--- config.mk ---
export PLATFORM = sky130hd
export DESIGN_NAME = itmr_top
export DESIGN_NICKNAME = d
export VERILOG_FILES = /design/src/rtl/itmr_pkg.sv /design/src/rtl/itmr_ctrl.sv /design/src/rtl/itmr_dpath.sv /design/src/rtl/itmr_top.sv
export SDC_FILE = /design/constraint.sdc
export NUM_CORES = 1
export LEC_CHECK = 0
export BUFFER_PORTS_ARGS = -buffer_cell sky130_fd_sc_hd__buf_2
export CAP_MARGIN = 10
export CORE_MARGIN = 8
export CORE_UTILIZATION = 30
export CTS_BUF_LIST = sky130_fd_sc_hd__clkbuf_2
export CTS_CLUSTER_SIZE = 14
export DETAILED_ROUTE_END_ITERATION = 16
export SLEW_MARGIN = 15
export SYNTH_ARGS = -nofsm -noshare
export SYNTH_HDL_FRONTEND = slang
export SYNTH_SLANG_ARGS = --single-unit
--- constraint.sdc ---
create_clock -name clk -period 1.8 [get_ports clk]
set_clock_uncertainty 0.05 [all_clocks]
set_input_delay 0.18 -clock clk [delete_from_list [all_inputs] [get_ports clk]]
set_output_delay 0.18 -clock clk [all_outputs]
set_load 0.02 [all_outputs]
--- src/rtl/itmr_pkg.sv ---
package itmr_pkg;
  localparam int DATA_W   = 16;
  localparam int PRE_W    = 8;
  localparam int PRE_LSB  = 8;
  localparam int MODE_BIT = 1;
  localparam int KICK_BIT = 0;

  // strobes from control to datapath, valid for one cycle
  typedef struct packed {
    logic             start;   // load counter and run
    logic             halt;    // park counter
    logic [PRE_W-1:0] loadVal; // value to load on start
  } tmrStrobe_t;
endpackage

--- src/rtl/itmr_ctrl.sv ---
module itmr_ctrl
  import itmr_pkg::*;
#(
  parameter int ADDR_W    = 4,
  parameter int CTRL_ADDR = 0
) (
  input  logic              clk,
  input  logic              rstN,
  input  logic              wrEn,
  input  logic [ADDR_W-1:0] wrAddr,
  input  logic [DATA_W-1:0] wrData,
  output tmrStrobe_t        strb,
  output logic [PRE_W-1:0]  preload,
  output logic              autoMode
);
  logic             ctrlHit;
  logic [PRE_W-1:0] newPre;
  logic             newAuto;
  logic             kickReq;
  logic             trigger;
  logic             unusedRsvd;

  always_comb begin
    ctrlHit      = wrEn && (wrAddr == ADDR_W'(CTRL_ADDR));
    newPre       = wrData[PRE_LSB +: PRE_W];
    newAuto      = wrData[MODE_BIT];
    kickReq      = wrData[KICK_BIT] && !newAuto;
    trigger      = ctrlHit && (newAuto || kickReq);
    strb.start   = trigger && (newPre != '0);
    strb.halt    = trigger && (newPre == '0);
    strb.loadVal = newPre;
  end

  // reserved field carries no meaning
  assign unusedRsvd = ^wrData[PRE_LSB-1:MODE_BIT+1];

  always_ff @(posedge clk) begin
    if (!rstN) begin
      preload  <= '0;
      autoMode <= 1'b0;
    end else if (ctrlHit) begin
      preload  <= newPre;
      autoMode <= newAuto;
    end
  end
endmodule

--- src/rtl/itmr_dpath.sv ---
module itmr_dpath
  import itmr_pkg::*;
#(
  parameter int TICK_DIV = 5000
) (
  input  logic             clk,
  input  logic             rstN,
  input  tmrStrobe_t       strb,
  input  logic [PRE_W-1:0] preload,
  input  logic             autoMode,
  input  logic             stsClr,
  output logic             irqStatus
);
  localparam int PW = (TICK_DIV > 1) ? $clog2(TICK_DIV) : 1;

  logic             busy;
  logic [PRE_W-1:0] cnt;
  logic             tick;
  logic             expire;

  generate
    if (TICK_DIV > 1) begin : g_presc
      localparam logic [PW-1:0] LAST = PW'(TICK_DIV - 1);
      logic [PW-1:0] presc;
      always_ff @(posedge clk) begin
        if (!rstN || strb.start || strb.halt || !busy || presc == LAST)
          presc <= '0;
        else
          presc <= presc + 1'b1;
      end
      assign tick = busy && (presc == LAST);
    end else begin : g_nopresc
      assign tick = busy;
    end
  endgenerate

  assign expire = tick && (cnt == PRE_W'(1));

  always_ff @(posedge clk) begin
    if (!rstN) begin
      busy <= 1'b0;
      cnt  <= '0;
    end else if (strb.start) begin
      busy <= 1'b1;
      cnt  <= strb.loadVal;
    end else if (strb.halt) begin
      busy <= 1'b0;
      cnt  <= '0;
    end else if (expire) begin
      busy <= autoMode;
      cnt  <= autoMode ? preload : '0;
    end else if (tick) begin
      cnt  <= cnt - 1'b1;
    end
  end

  always_ff @(posedge clk) begin
    if (!rstN) irqStatus <= 1'b0;
    else       irqStatus <= expire || (irqStatus && !stsClr);
  end
endmodule

--- src/rtl/itmr_top.sv ---
module itmr_top
  import itmr_pkg::*;
#(
  parameter int TICK_DIV  = 5000,
  parameter int ADDR_W    = 4,
  parameter int CTRL_ADDR = 0
) (
  input  logic              clk,
  input  logic              rstN,
  input  logic              wrEn,
  input  logic [ADDR_W-1:0] wrAddr,
  input  logic [DATA_W-1:0] wrData,
  input  logic              stsClr,
  input  logic              irqEn,
  output logic              irqStatus,
  output logic              irqOut
);
  tmrStrobe_t       strb;
  logic [PRE_W-1:0] preload;
  logic             autoMode;

  itmr_ctrl #(.ADDR_W(ADDR_W), .CTRL_ADDR(CTRL_ADDR)) uCtrl (
    .clk(clk), .rstN(rstN), .wrEn(wrEn), .wrAddr(wrAddr), .wrData(wrData),
    .strb(strb), .preload(preload), .autoMode(autoMode)
  );

  itmr_dpath #(.TICK_DIV(TICK_DIV)) uDp (
    .clk(clk), .rstN(rstN), .strb(strb), .preload(preload),
    .autoMode(autoMode), .stsClr(stsClr), .irqStatus(irqStatus)
  );

  assign irqOut = irqStatus && irqEn;
endmodule

==> impl_results.md, run 1 <==
- Status: finished with violations
- Violated checks: setup timing
- Fmax: 546.2 MHz
- CP Data Required Time: 2.05 ns
- I/O pin cnt: 27
- Syn nets: 218
- Die ar.: 8267 sq um
- Syn Area/Cell: 8.864 sq um
- Clock root buffer: clkbuf_2
- Crit-path max FO: 3
- Fraction of layout cells with a size suffix above 1: 29.51%
- Worst reg2reg startpoint: uDp.cnt[1]
- Setup TNS: -0.04191 ns
- Vias in the first global route: 1511
- Setup WS post-layout: -0.03069 ns
- CP Class: register to register
- CTS tree: done
- 1st-iter DRT viols: 68
- CP max-delay cell: or3_4
- Hold Fails Final Rpt: 0
- Yosys reg bits: 32
- Total Power: 1.148 mW
- Leak: 0.7988 nW
- Largest family of logic cells by synthesized area: simple AND/OR/NAND/NOR gates
- Commonest non-fill, non-tap cell in the layout: dfxtp_1
- Crit path largest cell delay: 0.37 ns
- Largest net degree at the start of global routing: 22
- Post-Synth Adder-Cell Area: 2.229%
- Synth cell types: 51
- Port bufs: 20
- Synth Area in Simple Gates: 29.64%
- CP cell instances: inv_1 > ha_2 > or2b_4 > or3_4 > o311a_1 > o21a_1
- Worst slew margin: 75.19%
- Drt wl/cell: 12.80 um
- RSZ-0062 raised after global routing: true
- Arr. time, crit path: 2.08 ns
- Critical path depth: 6
- CTS buffer count: 5
- CTS sink count: 32
- Final slew viol count: 0
- Critical R2R Capture: uDp.busy
- Core area: 5473 sq um
- Grt total ovfl: 0
- DRC violations left: 0
- Final net count: 272
- Final Critical Period: 1.831 ns
- Clk slew on worst S/H paths: 0.16 ns
- Post-synthesis mux area share: 6.018%
- Worst skew pair latency: 0.38 ns
- Reg2reg setup slack: -0.03 ns
- Number of flops mapped to enable cells by yosys: 0
- Peak supply drop: 0.3370 mV
- DPL Wire Length: 3008 um
- Placed cell area: 2044 sq um
- Post-synthesis compound-gate area fraction: 12.56%
- Num rows: 27
- Overall Global Routing Usage: 10.02%
- H-tree levels: 2
- DRT Wirelength: 4044 um
- Die extent in x: 90.93 um
- Max Buffers Root-to-Sink: 2
- Critical Path Start: uDp.cnt[1]
- Least-Margin Pin Slew: 0.3688 ns
- Utilization after layout: 39.67%
- Vias post-DR: 1482
- Post-Synthesis Cell Area: 1684 sq um
- Worst hold path class: primary input to register
- Final setup vio count: 2
- Crit path capture: uDp.busy
- Worst path top cell family by delay: simple AND/OR/NAND/NOR gates
- Crit path launch type: register
- Pwr dens: 529.0 nW/um^2
- Gpl congestion: 0.7881
- Initial DRT Pass Iterations: 4
- First-pass GRT wire length: 6817 um
- Period utilization: 101.7%
- Highest-count cells in the layout ignoring fill and taps: dfxtp_1, buf_4, nor2_1, buf_2, nand2_1
- Antenna-violating nets left: 0
- Area delta synth->final: 28.90%
- Async SR Flop Fraction: 0%
- Finished Cell Area: 2171 sq um
- Seq/Total Area, Yosys: 38.04%
- Via density per instance: 4.690
- Antenna violations before repair: 0
- Post-Synthesis Cells: 190
- Setup WS pre-CTS: -0.06777 ns
- Top FF cell, synth: dfxtp_1
- Die Height: 90.93 um
- CP Capture Type: register
- Initial Util: 30.77%
- Max_cap viols: 0
- Reg2Reg Depth: 6
- XOR/XNOR Fraction of Synth Area: 7.281%
- Ant diodes: 0
- Synth warn: 0
- Worst Path Buf+Inv: 1
==> cell usage after synthesis, drive strengths merged, types with 2 or more instances <==
cell type | count | area [sq um]
a21boi | 2 | 15.02
a21oi | 8 | 40.04
a311oi | 2 | 17.52
a31oi | 2 | 12.51
and2 | 3 | 18.77
and3 | 4 | 25.02
and4 | 2 | 17.52
and4b | 2 | 21.27
buf | 3 | 15.01
clkbuf | 3 | 21.27
dfxtp | 32 | 640.6
ha | 3 | 37.54
inv | 7 | 26.28
mux2i | 9 | 90.09
nand2 | 12 | 45.04
nand3 | 9 | 45.04
nand4 | 3 | 33.78
nor2 | 24 | 90.09
nor2b | 10 | 62.56
nor3 | 2 | 15.01
nor3b | 2 | 15.01
nor4 | 3 | 25.02
o21ai | 6 | 30.03
o31ai | 4 | 30.03
or2 | 2 | 12.52
or4 | 2 | 18.77
xnor2 | 8 | 70.07
xor2 | 6 | 52.55
==> worst min-delay path by stage <==
stage | slack, ns | from | endpoint | cells after the start
floorplan | 0.26 | wrData[8] | uDp.cnt[0] | 2
global placement | 0.38 | uDp.g_presc.presc[0] | uDp.g_presc.presc[0] | 1
detailed placement | 0.38 | uDp.g_presc.presc[0] | uDp.g_presc.presc[0] | 1
CTS | 0.005 | wrData[12] | uCtrl.preload[4] | 3
global route | 0.02 | wrData[14] | uCtrl.preload[6] | 3
finish | 0.04 | wrData[11] | uCtrl.preload[3] | 3
==> layout make-up <==
cell class	instances	area [sq um]
Fill cell	580	3302
Multi-Input combinational cell	144	993.5
Sequential cell	32	645.6
Timing Repair Buffer	54	382.9
Tap cell	72	90.09
Inverter	7	26.28
Clock buffer	5	25.02
Clock inverter	2	7.507
==> stage by stage <==
stage                     hold WS [ns]  instances
final                          0.03615        316
after global routing           0.02315        316
after CTS                     0.005400        315
after detailed placement        0.3846        301
after global placement          0.3804        301
after floorplan                 0.2623        190
==> flip-flops by register name (all words and copies together) (netlist names) <==
register and cells:
uDp.g_presc.presc 13, uCtrl.preload 8, uDp.irqStatus 1, uDp.busy 1, uDp.cnt 8, uCtrl.autoMode 1
==> report_power, final <==
part	leakage, nW	internal [mW]	switching (mW)
registers	0.260	0.715	0.00354
logic	0.515	0.0547	0.0470
clock network	0.0239	0.0799	0.248
total	0.799	0.849	0.299
==> per-layer routing <==
| layer | routed length [um] | vias up | track usage (%) |
|---|---|---|---|
| met5 | 0 | - | 0 |
| met4 | 65 | 0 | 4.502 |
| met3 | 212 | 8 | 3.658 |
| met2 | 1951 | 21 | 16.57 |
| met1 | 1813 | 681 | 11.25 |
| li1 | - | 772 | - |
==> worst reg2reg max path, cell delays in order, from the launching register on <==
cell     delay, ns
dfxtp_2       0.35
inv_1         0.07
ha_2          0.17
or2b_4        0.28
or3_4         0.37
o311a_1       0.29
o21a_1        0.17
==> what timing repair did <==
item | in CTS | in global routing
endpoints found under the hold margin | 6 | 0
gates resized for setup | 2 | 3
cloned | 0 | 0
pin swaps | 2 | 3
buffers inserted | 1 | 1
hold buffers | 6 | 0
endpoints found under the setup margin | 2 | 8
==> cells by family after synthesis <==
kind of cell,count (synthesis)
mux,10
compound gates,32
xor+xnor,14
buf+inv,14
simple gates,85
fa+ha+maj,3
flops,32
No activity file was read; power rests on OpenSTA's default activity.
==> run 2: changes to the inputs <==
--- a/config.mk
+++ b/config.mk
@@ -10,8 +10,9 @@
 export CORE_MARGIN = 8
 export CORE_UTILIZATION = 30
 export CTS_BUF_LIST = sky130_fd_sc_hd__clkbuf_2
-export CTS_CLUSTER_SIZE = 14
 export DETAILED_ROUTE_END_ITERATION = 16
+export PLACE_DENSITY = 0.45
+export REMOVE_ABC_BUFFERS = 1
 export SLEW_MARGIN = 15
 export SYNTH_ARGS = -nofsm -noshare
 export SYNTH_HDL_FRONTEND = slang
==> run 2 against run 1 <==
  * The run still ends with setup timing left
  * Highest routed layer unchanged
  * Critical path type unchanged
  * Core utilization is 0.41 points lower
  * Wire length up 3.2%
  * Flip-flop and latch count did not move
  * First-iteration DRC count is 13% lower
==> impl_results.md, run 2 (synthesis results as in run 1) <==
- Status: finished with violations
- Violated checks: setup timing
- Final setup vio count: 3
- Clock root buffer: clkbuf_2
- Core area: 5473 sq um
- Port bufs: 20
- Die ar.: 8267 sq um
- Biggest register: uDp.g_presc.presc
- Least-Margin Pin Slew: 0.3321 ns
- Fraction of layout cells with a size suffix above 1: 30.67%
- CTS tree: done
- Die Height: 90.93 um
- CP Class: register to register
- Peak supply drop: 0.2384 mV
- CTS buffer count: 5
- DPL Wire Length: 3060 um
- Worst slew margin: 77.66%
- Grt total ovfl: 0
- GR Util met2: 17.65%
- Gpl congestion: 0.7516
- First-pass GRT wire length: 6803 um
- Antenna-violating nets left: 0
- Worst skew pair latency: 0.36 ns
- Drt wl/cell: 13.46 um
- Highest-count cells in the layout ignoring fill and taps: dfxtp_1, nor2_1, buf_4, buf_2, nand2_1
- Final net count: 265
- Crit-path max FO: 2
- Reg2reg setup slack: -0.03 ns
- Leak: 0.7857 nW
- Vias post-DR: 1459
- Setup WS post-layout: -0.02880 ns
- Total Power: 1.164 mW
- H-tree levels: 2
- Max Buffers Root-to-Sink: 2
- Num rows: 27
- GR Util met1: 11.41%
- Biggest regs: uDp.g_presc.presc: 13 flops, uCtrl.preload: 8 flops, uDp.cnt: 8 flops
- Overall Global Routing Usage: 10.09%
- Die extent in x: 90.93 um
- Final slew viol count: 0
- CP Capture Type: register
- Utilization after layout: 39.25%
- DRT Wirelength: 4172 um
- I/O pin cnt: 27
- Max_cap viols: 0
- RSZ-0062 raised after global routing: true
- Area delta synth->final: 27.56%
- Crit path launch type: register
- Largest register FFs: 13
- CTS sink count: 32
- Period utilization: 101.6%
- Fmax: 546.8 MHz
- Grt met3 use: 2.993%
- Final Critical Period: 1.829 ns
- Pwr dens: 541.8 nW/um^2
- Clk slew on worst S/H paths: 0.17 ns
- Worst hold path class: primary input to register
- Fill cells: 599
- GRT Max-Usage Layer: met2
- Setup WS pre-CTS: -0.1008 ns
- Arr. time, crit path: 2.06 ns
- Via density per instance: 4.706
- Ant diodes: 0
- Antenna violations before repair: 0
- Initial DRT Pass Iterations: 4
- DRC violations left: 0
- CP Data Required Time: 2.03 ns
- Largest net degree at the start of global routing: 22
- Commonest non-fill, non-tap cell in the layout: dfxtp_1
- Finished Cell Area: 2148 sq um
- Placed cell area: 2029 sq um
- Vias in the first global route: 1451
- Initial Util: 30.77%
- 1st-iter DRT viols: 59
- Hold Fails Final Rpt: 0
-- run 2: critical path, cell delays in order, from the launching register on --
cell and delay, ns:
dfxtp_2 0.36, or4_4 0.53, or3_4 0.35, o311a_1 0.30, o21a_1 0.16
-- run 2: final timing paths --
check / endpoint / startpoint / cells past startpoint
max reg2reg: uDp.busy / uDp.cnt[4] / 4
max: uDp.busy / uDp.cnt[4] / 4
min reg2reg: uDp.g_presc.presc[0] / uDp.g_presc.presc[0] / 1
min: uDp.cnt[7] / wrData[15] / 3
-- run 2: timing repair --
action / 4_1_cts / 5_1_grt
endpoints found under the setup margin: 8 / 11
pin swaps: 2 / 2
setup buffers: 1 / 0
gates resized for setup: 8 / 8
hold endpoints to repair: 0 / 1
hold buffers: 0 / 1
-- run 2: final cells by class --
class / instances / area, sq um / share of cell area [%]
Multi-Input combinational cell: 144 / 1023 / 47.64
Inverter: 7 / 26.28 / 1.223
Clock buffer: 7 / 35.03 / 1.631
Clock inverter: 1 / 3.754 / 0.1747
Sequential cell: 32 / 644.4 / 29.99
Tap cell: 72 / 90.09 / 4.193
Timing Repair Buffer: 47 / 325.3 / 15.14
-- run 2: layer usage --
layer / vias up / routed length, um
li1: 762 / -
met1: 676 / 1948
met2: 16 / 2077
met3: 5 / 110
met4: 0 / 34
met5: - / 0
-- run 2: power breakdown --
group	internal, mW	total (mW)	switching, mW
logic	0.0502	0.0967	0.0466
clock network	0.104	0.348	0.244
registers	0.715	0.719	0.00435
total	0.869	1.16	0.295
-- run 2: per-stage QoR --
step           hold slack (ns)  cells  TNS (ns)
5_1_grt               0.003586    310   -0.7594
3_3_place_gp            0.3834    300   -0.1738
4_1_cts               0.005167    309  -0.07675
2_1_floorplan           0.2475    183   -0.4166
6_report               0.01552    310  -0.05512
3_5_place_dp            0.3904    300   -0.2018
==> run 3: changes to the inputs <==
--- a/config.mk
+++ b/config.mk
@@ -5,6 +5,7 @@
 export SDC_FILE = /design/constraint.sdc
 export NUM_CORES = 1
 export LEC_CHECK = 0
+export ABC_AREA = 1
 export BUFFER_PORTS_ARGS = -buffer_cell sky130_fd_sc_hd__buf_2
 export CAP_MARGIN = 10
 export CORE_MARGIN = 8
==> run 3 against run 2 <==
  * The flow now finishes without violations
  * Combinational power is 14% higher
  * Worst hold slack better by 0.042 ns
  * Global-route usage is 0.30 points higher
  * Critical path depth rose by 4
==> impl_results.md, run 3 <==
- Status: finished, final reports clean
- Yosys reg bits: 32
- Setup TNS: 0 ns
- Cell with the most instances after synthesis: nand2_1
- Area leader, netlist: dfxtp_1
- Post-Synthesis Cell Area: 1812 sq um
- Synth warn: 0
- Critical path depth: 8
- Vias post-DR: 1697
- Highest-count cells in the layout ignoring fill and taps: nand2_1, inv_1, dfxtp_1, a21oi_1, buf_2
- Max_cap viols: 0
- Reg2reg setup slack: 0.14 ns
- Initial DRT Pass Iterations: 4
- Async SR Flop Fraction: 0%
- CP Capture Type: register
- CP Class: register to register
- DPL Wire Length: 3235 um
- Top cells by count, synth: nand2_1, inv_1, dfxtp_1, a21oi_1, nor2_1
- Largest register FFs: 13
- Final setup vio count: 0
- CP Data Required Time: 2.03 ns
- Post-route insts no fill: 381
- Worst slew margin: 68.87%
- Synth top area cells: dfxtp_1, nand2_1, inv_1, a21oi_1, nand3_1
- Final net count: 334
- Clk slew on worst S/H paths: 0.17 ns
- Antenna violations before repair: 0
- Post-Synthesis Cells: 273
- Final slew viol count: 0
- Fraction of layout cells with a size suffix above 1: 20.92%
- CP dominant cell by count: nand2_1
- Top FF cell, synth: dfxtp_1
- Worst path top cell family by delay: simple AND/OR/NAND/NOR gates
- Least-Margin Pin Slew: 0.4626 ns
- Vias in the first global route: 1672
- Commonest non-fill, non-tap cell in the layout: nand2_1
- Number of flops mapped to enable cells by yosys: 0
- Biggest register: uDp.g_presc.presc
- Num rows: 28
- Pwr dens: 544.9 nW/um^2
- Max Buffers Root-to-Sink: 2
- Antenna-violating nets left: 0
- I/O pin cnt: 27
- Seq/Total Area, Yosys: 35.36%
- CP max-delay cell: dfxtp_1
- Worst hold path class: primary input to register
- Critical R2R Capture: uDp.cnt[3]
- Ant diodes: 0
- Biggest regs: uDp.g_presc.presc: 13 flops, uCtrl.preload: 8 flops, uDp.cnt: 8 flops
- Final Critical Period: 1.662 ns
- Reg2Reg Depth: 8
- Gpl congestion: 0.7828
- Leak: 0.8958 nW
- DRT Wirelength: 4256 um
- Worst reg2reg startpoint: uDp.cnt[0]
- RSZ-0062 raised after global routing: false
- First-pass GRT wire length: 7445 um
- Die extent in x: 93.71 um
- Worst skew pair latency: 0.35 ns
- Fmax: 601.7 MHz
- Largest net degree at the start of global routing: 18
- Synth cell types: 30
- CTS tree: done
- Dpl cells: 370
- Period utilization: 92.34%
- Peak supply drop: 0.3740 mV
- Syn Area/Cell: 6.636 sq um
- Core area: 5886 sq um
- CTS sink count: 32
- DRC violations left: 0
- CP cell instances: ha_1 > nand2_1 > nor2_1 > nand4_1 > buf_6 > o21ai_1 > nand2_1 > a21oi_2
- H-tree levels: 2
- Drt wl/cell: 11.17 um
- Worst Path Buf+Inv: 1
- Overall Global Routing Usage: 10.39%
- Crit path launch type: register
- Initial Util: 30.78%
- Die ar.: 8782 sq um
- Critical Path Start: uDp.cnt[0]
- Clock root buffer: clkbuf_2
- Port bufs: 20
- Area delta synth->final: 17.33%
- Hold Fails Final Rpt: 0
- Crit path largest cell delay: 0.45 ns
- CTS buffer count: 5
- Arr. time, crit path: 1.90 ns
- 1st-iter DRT viols: 59
- Crit-path max FO: 5
- Crit path capture: uDp.cnt[3]
- Top cell type's share of synthesized area: 35.36%
- Die Height: 93.71 um
- Via density per instance: 4.454
- Grt total ovfl: 0
[run 3: cell count changes after synthesis, sizes merged, moves of 3 or more]
cell   delta
xnor2     -8
and3      -4
inv      +37
nor3      +5
nand4     +3
nor2b    -10
nand3     +7
a21oi    +19
o21ai    +17
mux2i     -9
o31ai     -4
nand2    +61
[run 3: cell families after synthesis]
family          Yosys count  share of synthesized area, %
buf+inv                  51                         11.12
flops                    32                         35.36
xor+xnor                  5                         2.417
fa+ha+maj                 3                         2.072
simple gates            130                         32.74
compound gates           52                         16.30
[run 3: timing repair]
item                                    CTS  global route
buffers inserted                          0             2
hold buffers                              1             0
endpoints found under the setup margin    0             4
hold endpoints to repair                  1             0
gates resized for setup                   0             9
[run 3: layout make-up]
cell class,count,area (sq um)
Fill cell,662,3760
Multi-Input combinational cell,190,992.2
Sequential cell,32,645.6
Timing Repair Buffer,31,186.4
Inverter,46,172.7
Tap cell,75,93.84
Clock buffer,6,30.03
Clock inverter,1,5.005
[run 3: stage by stage]
stage,instance area (sq um),total power [mW],worst slack (ns),utilization [%],hold slack (ns)
finish,2126,1.158,0.1379,36.12,0.05777
CTS,2074,1.183,0.1008,35.25,0.02523
floorplan,1783,0.7967,0.1267,-,0.2684
global placement,2029,0.8440,0.1738,34.48,0.3827
global route,2126,1.228,0.007005,36.12,0.03851
detailed placement,2029,0.8441,0.1578,34.48,0.3854
[run 3: report_power, final]
group | leakage (nW) | switching, mW | internal (mW) | total, mW
sequential | 0.260 | 0.00541 | 0.716 | 0.722
combinational | 0.607 | 0.0641 | 0.0454 | 0.110
clock | 0.0288 | 0.234 | 0.0929 | 0.327
total | 0.896 | 0.304 | 0.855 | 1.16
[run 3: worst min path at each step]
| stage | start | to | slack [ns] | cells past startpoint |
|---|---|---|---|---|
| detailed placement | uCtrl.preload[3] | uCtrl.preload[3] | 0.39 | 2 |
| global route | wrData[13] | uCtrl.preload[5] | 0.04 | 3 |
| floorplan | rstN | uCtrl.preload[0] | 0.27 | 2 |
| CTS | wrData[9] | uCtrl.preload[1] | 0.03 | 3 |
| finish | wrData[9] | uCtrl.preload[1] | 0.06 | 3 |
| global placement | uCtrl.preload[4] | uCtrl.preload[4] | 0.38 | 2 |
[run 3: layer usage]
metal | wire length (um) | up-vias | track usage, % | part of all wire [%]
li1 | - | 930 | - | -
met5 | 0 | - | 0 | 0
met3 | 100 | 2 | 2.558 | 2.3
met4 | 32 | 0 | 3.567 | 0.75
met2 | 2066 | 22 | 16.80 | 49
met1 | 2056 | 743 | 13.07 | 48
[run 3: tightest hold or removal path: cells and delay by family]
kind,cells,cell delay [ns]
AOI/OAI and AO/OA,2,0.17
buffers and inverters,1,0.08
